File: config.mk
export PLATFORM = sky130hd
export DESIGN_NAME = issue_slotter
export DESIGN_NICKNAME = d
export VERILOG_FILES = /design/src/rtl/slot_pkg.sv /design/src/rtl/slot_decode.sv /design/src/rtl/pair_picker.sv /design/src/rtl/issue_slotter.sv
export SDC_FILE = /design/constraint.sdc
export NUM_CORES = 1
export LEC_CHECK = 0
export ABC_AREA = 1
export BUFFER_PORTS_ARGS = -buffer_cell sky130_fd_sc_hd__buf_2
export CORE_AREA = 2 2 39 41
export DETAILED_ROUTE_END_ITERATION = 8
export DIE_AREA = 0 0 41 43
export GPL_TIMING_DRIVEN = 0
export PLACE_DENSITY = 0.65
export SETUP_SLACK_MARGIN = 0.4
export SLEW_MARGIN = 20
export SYNTH_ARGS = -nofsm -noshare
export SYNTH_HDL_FRONTEND = slang
export SYNTH_SLANG_ARGS = --single-unit
File: constraint.sdc
create_clock -name clk -period 0.9 [get_ports clk]
set_clock_uncertainty 0.05 [all_clocks]
set_input_delay 0.045 -clock clk [delete_from_list [all_inputs] [get_ports clk]]
set_output_delay 0.045 -clock clk [all_outputs]
set_load 0.02 [all_outputs]
File: src/rtl/slot_pkg.sv
package slot_pkg;
  localparam int CLS_W = 3;
  localparam int NPIPE = 2;

  typedef enum logic [CLS_W-1:0] {
    CL_ALU = 3'd0, CL_LOAD = 3'd1, CL_LLOCK = 3'd2, CL_STORE = 3'd3,
    CL_BRANCH = 3'd4, CL_E0OP = 3'd5, CL_SOLO = 3'd6, CL_RSVD = 3'd7
  } cls_t;

  typedef struct packed {
    logic [NPIPE-1:0] mask;  // bit0 = E0, bit1 = E1; zero when slot empty
    logic ld;
    logic st;
    logic solo;
  } slot_info_t;
endpackage

File: src/rtl/slot_decode.sv
module slot_decode
  import slot_pkg::*;
(
  input  logic             vld,
  input  logic [CLS_W-1:0] cls,
  output slot_info_t       info
);
  always_comb begin
    info = '0;
    if (vld) begin
      unique case (cls_t'(cls))
        CL_ALU, CL_LOAD:          info.mask = 2'b11;
        CL_LLOCK, CL_STORE,
        CL_E0OP:                  info.mask = 2'b01;
        CL_BRANCH:                info.mask = 2'b10;
        default:                  info.mask = 2'b11;
      endcase
      info.ld   = (cls_t'(cls) == CL_LOAD) || (cls_t'(cls) == CL_LLOCK);
      info.st   = (cls_t'(cls) == CL_STORE);
      info.solo = (cls_t'(cls) == CL_SOLO) || (cls_t'(cls) == CL_RSVD);
    end
  end
endmodule

File: src/rtl/pair_picker.sv
module pair_picker
  import slot_pkg::*;
(
  input  slot_info_t       o_inf,
  input  slot_info_t       y_inf,
  input  logic [NPIPE-1:0] blk,
  output logic             g_o,
  output logic             p_o,
  output logic             g_y,
  output logic             p_y
);
  logic [NPIPE-1:0] avail, left, y_cand;
  logic pair_ok, y_e0only, o_ok, o_pipe;

  always_comb begin
    avail    = ~blk;
    pair_ok  = (y_inf.mask != '0) && !o_inf.solo && !y_inf.solo &&
               !((o_inf.ld && y_inf.st) || (o_inf.st && y_inf.ld));
    y_e0only = (y_inf.mask == 2'b01);
    if (o_inf.solo) o_ok = (avail == 2'b11);
    else            o_ok = |(o_inf.mask & avail);
    if (o_inf.solo || o_inf.mask == 2'b01)      o_pipe = 1'b0;
    else if (o_inf.mask == 2'b10)               o_pipe = 1'b1;
    else o_pipe = !avail[0] || (pair_ok && y_e0only && avail[1]);
    left   = avail & (o_pipe ? 2'b01 : 2'b10);
    y_cand = y_inf.mask & left;
    g_o = o_ok;
    p_o = o_ok && o_pipe;
    g_y = o_ok && pair_ok && (y_cand != '0);
    p_y = g_y && !y_cand[0];
  end
endmodule

File: src/rtl/issue_slotter.sv
module issue_slotter
  import slot_pkg::*;
#(
  parameter int CW = CLS_W
) (
  input  logic          clk,
  input  logic          rst,
  input  logic          old_vld,
  input  logic [CW-1:0] old_cls,
  input  logic          yng_vld,
  input  logic [CW-1:0] yng_cls,
  input  logic          e0_blk,
  input  logic          e1_blk,
  output logic          old_go,
  output logic          old_pipe,
  output logic          yng_go,
  output logic          yng_pipe
);
  localparam int NSLOT = 2;

  logic [NSLOT-1:0]   vld_a;
  logic [CW-1:0]      cls_a [NSLOT];
  slot_info_t         inf_a [NSLOT];
  logic g_o, p_o, g_y, p_y;

  assign vld_a    = {yng_vld, old_vld};
  assign cls_a[0] = old_cls;
  assign cls_a[1] = yng_cls;

  for (genvar s = 0; s < NSLOT; s++) begin : g_dec
    slot_decode u_dec (.vld(vld_a[s]), .cls(cls_a[s]), .info(inf_a[s]));
  end

  pair_picker u_pick (
    .o_inf(inf_a[0]), .y_inf(inf_a[1]), .blk({e1_blk, e0_blk}),
    .g_o(g_o), .p_o(p_o), .g_y(g_y), .p_y(p_y)
  );

  always_ff @(posedge clk) begin
    if (rst) begin
      old_go <= 1'b0; old_pipe <= 1'b0; yng_go <= 1'b0; yng_pipe <= 1'b0;
    end else begin
      old_go <= g_o; old_pipe <= p_o; yng_go <= g_y; yng_pipe <= p_y;
    end
  end
endmodule

==> metrics.md <==
| Metric | Value |
|---|---|
| # H-tree levels | 1 |
| PD cells | 951 mW/mm² |
| Drt drc | 0 |
| Top cells by count, synth | nand2_1 (22), inv_1 (13), nand3_1 (9), nor2_1 (9) |
| Synth top area cells | nand2_1 (21%), dfxtp_1 (21%), inv_1 (13%) |
| Slack of the critical path | ~0.09 ns |
| # setup viols final | 0 |
| Rows | 14 |
| Distinct cells, synth | 12 |
| Hold EP | old_go$_SDFF_PP0_ |
| Ports | 16 |
| WL/cell | 8.60 µm |
| Period utilization | 90.0% |
| CTS buffer count | 3 |
| Placed Cells | between 100 and 150 |
| DRT Pass-1 Iters | 2 |
| Clk slew on worst S/H paths | 0.04 ns |
| Post-synth EDFFs | 0 |
| Final wirelength | 920 µm |
| Starting Density | 27.9% |
| Diode count | 0 |
| Clk Tree Root Cell | clkbuf_4 |
| Cell with the most instances after synthesis | nand2_1 |
| Synth Net Count | 85 |
| Total grt overflow | 0 |
| Gate Count Post-Synth | between 70 and 80 |
| Die Ht | 43 µm |
| Net count, final | 105 |
| Status | finished, final reports clean |
| Core Box Area | 0.00138 mm² |
| FF+latch count, synth | 4 |
| First-pass GRT wire length | 1.36 mm |
| Post-Route Setup TNS | 0 ns |
| Global-route total usage across every layer | ~11% |
| Synth Flop Type | dfxtp_1 |
| Slew headroom | between 80% and 90% |
| CTS max path bufs | 2 |
| Clock sink count | 4 |
| Gr busiest metal | met2 |
| CTS tree | done |
| DR iter-0 viols | 2 |
| Hold Startpoint | rst |
| Syn. warnings | 0 |
| Cell Count, Final, Fillers Out | 107 |
| Top-area cell type share of the netlist area | 21.4% |
| Sequential fraction of the synthesis area | 20.7% |
| Share of cells above drive strength 1 | approximately 52% |
| Final core occ | roughly half |
| Antenna violations before repair | 0 |
| Worst VDD drop | approximately 630 µV |
| Slew @ Worst Pin | 0.175 ns |
| Critical path fanouts, max | 3 |
| Worst EP required | 0.97 ns |
| CP startpoint kind | input port |
| M3 GR Usage | around 6.3% |
| Synthesized area | 387 µm² |
| Unrepaired setup endpoints after global routing | yes |
| Max Clk Rate | 1230 MHz |
| Hold Path Depth | 4 |
| Largest net degree at the start of global routing | 6 |
| Min cycle time layout | around 0.8 ns |
| Vias in the first global route | 363 |
| DR vias/cell | between 4 and 5 |
| Worst endpoint data arrival time | 0.88 ns |
| Die Width | 41 µm |
| Min-Delay Path Class | input port to flip-flop |
| Buffers inserted during post-CTS setup optimization | 0 |
| M1 GR Usage | 13.7% |
| Post-place setup slack | -0.272 ns |
| P_leak | 0.353 nW |
| Syn Area/Cell | 5.30 µm² |
| Path type of the worst setup path | input port to flip-flop |
| Final Max Slew Viols | 0 |
| GPL Wtd Cong | between 0.7 and 0.8 |
| Met2 Track Usage GR | 16.9% |
| Ys async rst share | 0% |
| Max cap viols | 0 |
| PortBufs | 15 |
| DR vias | 450 |
| Die area | 0.00176 mm² |
| Cell taking the most area after synthesis | nand2_1 |
| Layout area overhead | 77.0% |
| DP HPWL | between 600 and 700 µm |
| DRT antenna net count | 0 |
| Hold Fails Final Rpt | 0 |
| Critical Path End Type | flip-flop |
## timing repair
item,4_1_cts,5_1_grt
pin swaps,8,9
hold buffers,0,0
resized for setup,26,8
endpoints found under the setup margin,8,8
## worst max path at each step
| stage | startpoint | endpoint | depth (start not counted) |
|---|---|---|---|
| after floorplan | old_cls[2] | yng_go$_SDFF_PP0_ | 12 |
| after global placement | old_cls[2] | yng_pipe$_SDFF_PP0_ | 13 |
| after detailed placement | old_cls[2] | yng_go$_SDFF_PP0_ | 13 |
| after CTS | old_cls[1] | yng_go$_SDFF_PP0_ | 13 |
| after global routing | old_cls[0] | yng_pipe$_SDFF_PP0_ | 11 |
| final | old_cls[0] | yng_pipe$_SDFF_PP0_ | 9 |
## critical path, cell delays in order
cell and delay, ns:
buf_4 0.14, inv_2 0.07, nand3_2 0.08, nand2_2 0.09, nor2_1 0.05, nor2_2 0.15, nand3_2 0.12, nand3_1 0.09
inv_1 0.04
## flip-flops by register name, indices dropped and copies added, names as in the netlist
signal / count
old_go: 1
old_pipe: 1
yng_pipe: 1
yng_go: 1
## cell families after synthesis
group                  share of synthesized area (%)
DFF                                             20.7
and+or+nand+nor                                 57.6
buffers and inverters                           15.5
AOI/OAI and AO/OA                               6.15
## power breakdown
part	switching, mW	leakage [nW]	internal [mW]	total [mW]
Sequential	0.00244	0.0338	0.185	0.187
Combinational	0.139	0.305	0.107	0.246
Clock	0.0685	0.0138	0.149	0.217
Total	0.210	0.353	0.441	0.651
## per-stage QoR
| stage | cell area (µm²) | total power [mW] | hold WS [ns] |
|---|---|---|---|
| 2_1_floorplan | 458 | 0.316 | 0.189 |
| 3_3_place_gp | 553 | 0.384 | 0.298 |
| 3_5_place_dp | 553 | 0.386 | 0.299 |
| 4_1_cts | 657 | 0.649 | 0.0363 |
| 5_1_grt | 684 | 0.696 | 0.0544 |
| 6_report | 684 | 0.651 | 0.0395 |
## area by class of cell
| type | count | area, µm² |
|---|---|---|
| inverters | 16 | 88.8 |
| clock buffers | 3 | 22.5 |
| repair buffers | 15 | 144 |
| flip-flops and latches | 4 | 83.8 |
| fillers | 143 | 699 |
| well taps | 16 | 20.0 |
| multi-input cells | 53 | 325 |
## per-layer routing
layer | vias to the layer above | part of all wire, %
li1 | 256 | -
met1 | 187 | 45
met2 | 7 | 53
met3 | 0 | 2.1
met4 | 0 | 0
met5 | - | 0
## layout by cell type, fill, tap and decap left out
| cell type | netlist | routed |
|---|---|---|
| inv_2 | 3 | 2 |
| a21oi_1 | 3 | 3 |
| nand3_1 | 9 | 6 |
| dfxtp_2 | 0 | 3 |
| nor2_1 | 9 | 5 |
| buf_2 | 0 | 3 |
| nand4_1 | 1 | 1 |
| nand3_2 | 0 | 3 |
| nand2_1 | 22 | 16 |
| inv_1 | 13 | 12 |
| nand2_8 | 0 | 1 |
| a21oi_2 | 1 | 1 |
| buf_12 | 0 | 1 |
| inv_16 | 0 | 1 |
| buf_8 | 0 | 1 |
| clkbuf_4 | 0 | 3 |
| nand2_2 | 4 | 8 |
| nor2_2 | 3 | 3 |
| dfxtp_1 | 4 | 1 |
| nor2_4 | 1 | 5 |
| nand2_4 | 0 | 1 |
| buf_4 | 0 | 5 |
| inv_12 | 0 | 1 |
| buf_6 | 0 | 5 |
Note: power is estimated with default switching activity, not from simulation.
